<file path="src/rtl/cec_err_pkg.sv">
// Package: shared types for the received-bit error classifier and policy.
// Assumes durations are delivered in microseconds by an external edge timer.
package cec_err_pkg;

    // The three timing error classes found on one received bit
    typedef struct packed {
        logic rise;
        logic shortp;
        logic longp;
    } timing_err_t;

    // Policy enables that decide stop and error-bit behaviour
    typedef struct packed {
        logic stop_on_rise;
        logic ebit_on_rise;
        logic ebit_on_long;
        logic bcast_no_ebit;
        logic listen_full;
        logic is_bcast;
    } ebit_cfg_t;

    // Policy decision for one bit
    typedef struct packed {
        logic stop;
        logic ebit;
    } policy_out_t;

endpackage

</file>
<file path="src/rtl/cec_bit_classifier.sv">
// Module: cec_bit_classifier
// Combinationally sorts a measured bit into rising-edge, short-period and
// long-period errors. The rising edge is accepted when the low time falls
// inside an inclusive window around either nominal low time. Assumes every
// window bound fits in W bits and that the lower bounds are not negative.
module cec_bit_classifier
    import cec_err_pkg::*;
#(
    parameter int W        = 12,
    parameter int ONE_LOW  = 600,
    parameter int ZERO_LOW = 1500,
    parameter int TOL_STD  = 200,
    parameter int TOL_EXT  = 350,
    parameter int PER_MIN  = 2050,
    parameter int PER_MAX  = 2750
) (
    input  logic [W-1:0] low_us,
    input  logic [W-1:0] period_us,
    input  logic         tol_wide,
    output timing_err_t  err
);
    localparam int NNOM = 2;
    localparam int NOM [NNOM] = '{ONE_LOW, ZERO_LOW};
    localparam logic [W-1:0] PMIN = W'(PER_MIN);
    localparam logic [W-1:0] PMAX = W'(PER_MAX);

    logic [NNOM-1:0] in_win;

    // One acceptance window per nominal low time; the tolerance picks bounds
    for (genvar g = 0; g < NNOM; g++) begin : g_win
        localparam logic [W-1:0] LO_STD = W'(NOM[g] - TOL_STD);
        localparam logic [W-1:0] HI_STD = W'(NOM[g] + TOL_STD);
        localparam logic [W-1:0] LO_EXT = W'(NOM[g] - TOL_EXT);
        localparam logic [W-1:0] HI_EXT = W'(NOM[g] + TOL_EXT);
        logic [W-1:0] lo, hi;
        // Select the window bounds for the active tolerance
        always_comb begin
            lo = tol_wide ? LO_EXT : LO_STD;
            hi = tol_wide ? HI_EXT : HI_STD;
            in_win[g] = (low_us >= lo) && (low_us <= hi);
        end
    end

    // Combine the window hits and the period limits into error flags
    always_comb begin
        err.rise   = ~|in_win;
        err.shortp = period_us < PMIN;
        err.longp  = period_us > PMAX;
    end

endmodule

</file>
<file path="src/rtl/cec_errbit_policy.sv">
// Module: cec_errbit_policy
// Combinationally decides whether to stop reception and whether to request an
// error bit. Frames sent to one destination obey the per-error enables. On
// broadcast frames a separate option overrides them, and a short period stays
// quiet in full listen mode. Assumes the error flags belong to the frame
// described by cfg.
module cec_errbit_policy
    import cec_err_pkg::*;
(
    input  timing_err_t err,
    input  ebit_cfg_t   cfg,
    output policy_out_t dec
);
    logic from_rise, from_long, from_short;

    // Evaluate each error-bit source under the layered policy
    always_comb begin
        from_rise  = err.rise & cfg.stop_on_rise &
                     (cfg.is_bcast ? ~cfg.bcast_no_ebit : cfg.ebit_on_rise);
        from_long  = err.longp &
                     (cfg.is_bcast ? ~cfg.bcast_no_ebit : cfg.ebit_on_long);
        from_short = err.shortp & ~(cfg.is_bcast & cfg.listen_full);
        dec.stop   = err.rise & cfg.stop_on_rise;
        dec.ebit   = from_rise | from_long | from_short;
    end

endmodule

</file>
<file path="src/rtl/cec_rx_err_policy.sv">
// Module: cec_rx_err_policy (top)
// Classifies each measured received bit and applies the stop and error-bit
// policy. Every result is registered once and shown for one cycle with
// res_valid. Assumes smp_valid is a single-cycle strobe and the policy
// inputs are steady while it is high.
module cec_rx_err_policy
    import cec_err_pkg::*;
#(
    parameter int W        = 12,
    parameter int ONE_LOW  = 600,
    parameter int ZERO_LOW = 1500,
    parameter int TOL_STD  = 200,
    parameter int TOL_EXT  = 350,
    parameter int PER_MIN  = 2050,
    parameter int PER_MAX  = 2750
) (
    input  logic         clk,
    input  logic         rst_n,
    input  logic         smp_valid,
    input  logic [W-1:0] low_us,
    input  logic [W-1:0] period_us,
    input  logic         tol_wide,
    input  logic         stop_on_rise,
    input  logic         ebit_on_rise,
    input  logic         ebit_on_long,
    input  logic         bcast_no_ebit,
    input  logic         listen_full,
    input  logic         is_bcast,
    output logic         res_valid,
    output logic         err_rise,
    output logic         err_short,
    output logic         err_long,
    output logic         rx_stop,
    output logic         ebit_req
);
    timing_err_t terr;
    ebit_cfg_t   cfg;
    policy_out_t dec;

    // Gather the policy inputs into one struct
    always_comb begin
        cfg.stop_on_rise  = stop_on_rise;
        cfg.ebit_on_rise  = ebit_on_rise;
        cfg.ebit_on_long  = ebit_on_long;
        cfg.bcast_no_ebit = bcast_no_ebit;
        cfg.listen_full   = listen_full;
        cfg.is_bcast      = is_bcast;
    end

    cec_bit_classifier #(
        .W(W), .ONE_LOW(ONE_LOW), .ZERO_LOW(ZERO_LOW),
        .TOL_STD(TOL_STD), .TOL_EXT(TOL_EXT),
        .PER_MIN(PER_MIN), .PER_MAX(PER_MAX)
    ) u_class (
        .low_us   (low_us),
        .period_us(period_us),
        .tol_wide (tol_wide),
        .err      (terr)
    );

    cec_errbit_policy u_pol (
        .err(terr),
        .cfg(cfg),
        .dec(dec)
    );

    // Register the results for one cycle; clear everything when idle
    always_ff @(posedge clk) begin
        if (!rst_n) begin
            res_valid <= 1'b0;
            err_rise  <= 1'b0;
            err_short <= 1'b0;
            err_long  <= 1'b0;
            rx_stop   <= 1'b0;
            ebit_req  <= 1'b0;
        end else begin
            res_valid <= smp_valid;
            err_rise  <= smp_valid & terr.rise;
            err_short <= smp_valid & terr.shortp;
            err_long  <= smp_valid & terr.longp;
            rx_stop   <= smp_valid & dec.stop;
            ebit_req  <= smp_valid & dec.ebit;
        end
    end

endmodule

</file>
<file path="config.mk">
export PLATFORM = sky130hd
export DESIGN_NAME = cec_rx_err_policy
export DESIGN_NICKNAME = d
export VERILOG_FILES = /design/src/rtl/cec_err_pkg.sv /design/src/rtl/cec_bit_classifier.sv /design/src/rtl/cec_errbit_policy.sv /design/src/rtl/cec_rx_err_policy.sv
export SDC_FILE = /design/constraint.sdc
export NUM_CORES = 1
export LEC_CHECK = 0
export BUFFER_PORTS_ARGS = -buffer_cell sky130_fd_sc_hd__buf_2
export CORE_MARGIN = 1.5
export CORE_UTILIZATION = 39
export CTS_BUF_LIST = sky130_fd_sc_hd__clkbuf_8 sky130_fd_sc_hd__clkbuf_16
export DETAILED_ROUTE_END_ITERATION = 7
export PLACE_DENSITY_LB_ADDON = 0.05
export SLEW_MARGIN = 30
export SYNTH_ARGS = -nofsm -noshare
export SYNTH_HDL_FRONTEND = slang
export SYNTH_SLANG_ARGS = --single-unit
</file>
<file path="constraint.sdc">
create_clock -name clk -period 1.7 [get_ports clk]
set_input_delay 0.255 -clock clk [delete_from_list [all_inputs] [get_ports clk]]
set_output_delay 0.255 -clock clk [all_outputs]
set_load 0.005 [all_outputs]
</file>
[After elaboration in Yosys (flattened, before gate mapping)]
Index checks and enable logic that the tools add are counted.
Widths: inputs -> output; s select.
Word-level totals
  register bits: 6
  logic and storage cells: 36
  input port bits: 34
Operators by class
  order comparisons: 6
  reduce and logical (&&, ||, !) cells: 4
  bitwise operators: 14
  multiplexer cells: 6
Operators by type and width (number)
  $mux 9: 3
  $ge 12x12->1: 2
  $le 12x12->1: 2
  $gt 12x12->1 const B: 1
  $lt 12x12->1 const B: 1
  $and 1x1->1: 10
  $mux 8: 1
  $logic_and 1x1->1: 2
  $mux 1: 2
  $not 1->1: 2
  $or 1x1->1: 2
  $reduce_or 2->1: 1
  $logic_not 1->1: 1

[Depth between registers and ports, before layout]
  word-level depth: 10
  gate-level depth with buffers: 8
  gate-level depth less buffers: 8

[Hierarchy]
A second synthesis with hierarchy kept.
Second synthesis, totals
  cell total of the unflattened synthesis: 86
  area total of the unflattened synthesis: 686.9 sq um
Modules (own cells, without submodules)
  cec_bit_classifier: sequential area each 0.0 sq um, times used 1, cells an instance 68, area each 485.5 sq um
  cec_rx_err_policy: sequential area each 120.1 sq um, times used 1, cells an instance 12, area each 158.9 sq um
  cec_errbit_policy: sequential area each 0.0 sq um, times used 1, cells an instance 6, area each 42.5 sq um

[Worst setup path before layout]
Ideal clock, no wire load.
  kind: input -> register
  start: input port tol_wide
  end: register ebit_req
  path slack: 25 ps
  data arrival time: 1548 ps
  required time: 1572 ps
  stages on the path: 7
  path through: inv_1 ha_1 nand4bb_1 o41ai_1 a21oi_2 o21ai_2 o22ai_2
On the way
  longest elaborated chain between the ends: 10
RTL lines
  start: declaration: RTL line cec_rx_err_policy.sv:22  | input logic tol_wide,
  $mux 9, or another cell as far along: RTL line cec_bit_classifier.sv:38  | lo = tol_wide ? LO_EXT : LO_STD;
  $ge 12x12->1 / $le 12x12->1 (equally long branches): RTL line cec_bit_classifier.sv:40  | in_win[g] = (low_us >= lo) && (low_us <= hi);
  $logic_and 1x1->1: RTL line cec_bit_classifier.sv:40
  $reduce_or 2->1 (*): RTL line cec_bit_classifier.sv:46  | err.rise = ~|in_win;
  $logic_not 1->1 (*): RTL line cec_bit_classifier.sv:46
  $and 1x1->1 (*) (2 in series): RTL line cec_errbit_policy.sv:18  | from_rise = err.rise & cfg.stop_on_rise &
  $or 1x1->1 (*) (2 in series): RTL line cec_errbit_policy.sv:24  | dec.ebit = from_rise | from_long | from_short;
  $and 1x1->1 (*): RTL line cec_rx_err_policy.sv:82  | ebit_req <= smp_valid & dec.ebit;
  end signal: assignment: RTL line cec_rx_err_policy.sv:82
  end: declaration: RTL line cec_rx_err_policy.sv:34  | output logic ebit_req
Mark *: on every way between the ends. The rest lies on a longest branch, timed or not.
A chain may end at the register's enable or synchronous reset.

[Final worst setup path]
Same ends and word-level chain as after synthesis.

==> out/qor.yml <==
sta:
  final_hold_viol_count: 0
  fmax_mhz: 613
  fin_tns_setup_ps: 0
  relSlewSlack_pct: 80.6
  period_needed_ps: 1630
  slew_viol_final: 0
  worst_pin_slew_ps: 289
  rsz0062_at_grt: "yes"
  finalCritPeriodShare_pct: 95.9
  setup_viol: 0
clocking:
  cts-root-buf: "clkbuf_8"
  clk_pin_slew_ps: 40
  clk_path_buf_depth: 2
  htreeDepth: 1
  postCtsSetupBuffers: 0
  cts_inserted_buffers: 3
  clkSinkCount: 6
  cts_tree: "built"
  cts_hold_buf: 0
layout:
  area_delta_synth_final_pct: 55.2
  final_cells: 171
  antennaDiodeCount: 0
  final_util_pct: 64.5
  drive_gt1_share_pct: 45.2
  final_nets: 193
critical_path:
  crit_fanout: 4
  endpoint_kind: "register"
  worst_ep_arrival_time_ps: 1720
  crit_required_ps: 1790
  crit_type: "in -> reg"
  start_kind: "primary input"
synth:
  synth_top_area_share_pct: 19.4
  synth_top_cell_by_area: "ha_1"
  synth-edff-count: 0
  ys_warn_count: 0
  synthCells: 92
  syn_area_um2: 709
  synthArstFlopShare_pct: 0
  seq_area_frac_synth_pct: 16.9
  synth_seq_cells: 6
  synth-main-ff-cell: "dfxtp_1"
  syn-num-nets: 137
  yosys-top-cells-count: "ha_1, inv_1, nor2_1"
  ys_top_cells_by_area: "ha_1, dfxtp_1, a21oi_1, inv_1, nor2_1"
  syn_area_per_cell_um2: 7.71
  yosys.cell_count.top_type: "ha_1"
  synth_cell_type_count: 35
floorplanning:
  die_area_mm2: 0.00208
  ios: 40
  core-area_mm2: 0.00171
  die_y_um: 45.7
  die_w_um: 45.7
  initial_core_util_pct: 41.5
  rows: 15
status:
  status: "complete, no violations"
power:
  powerDensity_mw_per_mm2: 533
  vdd_ir_drop_max_mv: 0.333
  p_leak_nw: 0.543
  power_w: 0.000587
global_routing:
  grt_start_max_net_pins: 8
  grt_pass1_wl_mm: 3.46
  track_usage_pct: 22.5
  grt_pass1_vias: 832
  grt.overflow.total: 0
  antenna_found_initial: 0
drt:
  drc: 0
  dr.pass1.iters: 4
  drt_wl_total_mm: 2.04
  vias: 893
  ant_nets: 0
  dr.first_iter.drc_count: 17
  via_per_inst: 5.22
  wl_per_cell_um: 11.9
worst_hold_path:
  hp-start: "stop_on_rise"
  min_to: "rx_stop"
  hold_depth: 3
  hold_class: "in -> reg"
placed_design:
  placed_cells: 168
  gp_routability_congestion: 0.857
  port_buffers: 39
  hpwlAfterDp_mm: 1.72
flow_run:
  cap_violations: 0
[stage by stage]
stage	hold slack, ps	instance area (µm²)	worst slack (ps)
2_1_floorplan	386	709	24.6
3_3_place_gp	512	1030	-206
3_5_place_dp	513	1030	-294
4_1_cts	291	1080	57.2
5_1_grt	315	1100	-5.81
6_report	295	1100	69.1
[metal layers]
metal	GRT usage (%)	wire (µm)	share of wire [%]	vias up
met5	0	0	0	-
met4	3.53	0	0	0
met3	3.97	103	5.1	0
met2	37.2	957	47	28
met1	30.9	974	48	401
li1	-	-	-	464
[critical path, stage by stage]
cell	delay, ps
buf_2	110
buf_4	140
ha_1	300
nand3b_1	170
o32ai_1	310
a221oi_2	130
o21ai_2	220
o22ai_2	80
[worst max-delay path by stage]
| stage | cells past startpoint | endpoint | slack [ps] | from |
|---|---|---|---|---|
| after CTS | 9 | ebit_req | 60 | tol_wide |
| final | 8 | ebit_req | 70 | tol_wide |
| after floorplan | 7 | ebit_req | 20 | tol_wide |
| after global routing | 10 | ebit_req | -6 | tol_wide |
| after global placement | 8 | rx_stop | -210 | tol_wide |
| after detailed placement | 8 | rx_stop | -290 | tol_wide |
[layout by cell type (no fill, tap or decap), types with 2 or more instances in the layout]
cell type	synthesis	final
nor3_1	3	3
nand3_1	2	2
inv_1	10	9
ha_1	11	11
nor2_1	10	9
a31oi_1	4	4
a21oi_1	8	8
o211ai_1	2	2
clkbuf_8	0	3
o21ai_0	2	2
nand3b_1	2	2
buf_4	0	12
o41ai_2	0	2
buf_2	0	39
o2111ai_1	2	2
dfxtp_1	6	6
nand2_1	5	5
nor4_1	2	2
[registers in the layout (all words and copies together) (netlist names)]
name,cells
rx_stop,1
res_valid,1
err_rise,1
err_short,1
err_long,1
ebit_req,1
[power breakdown]
part	switching [W]	internal, W	leakage [nW]
Sequential	0.00000118	0.000149	0.0493
Combinational	0.000116	0.000114	0.472
Clock	0.0000557	0.000152	0.0216
Total	0.000172	0.000415	0.543
[timing repair]
action | CTS | global route
pin swaps | 0 | 0
gates resized for setup | 3 | 4
setup endpoints to repair | 3 | 3
[final cells by class]
type | count | area [µm²]
Tap cell | 25 | 31.3
Sequential cell | 6 | 120
Timing Repair Buffer | 51 | 285
Multi-Input combinational cell | 76 | 586
Inverter | 10 | 37.5
Clock buffer | 3 | 41.3
Fill cell | 157 | 607
[cell families after synthesis]
logic type      after synthesis  synth area share, %
compound gates               30                 29.6
simple gates                 34                 27.3
fa+ha+maj                    11                 19.4
mux                           1                 1.41
buf+inv                      10                 5.29
flops                         6                 16.9
Note: power is estimated with default switching activity, not from simulation.
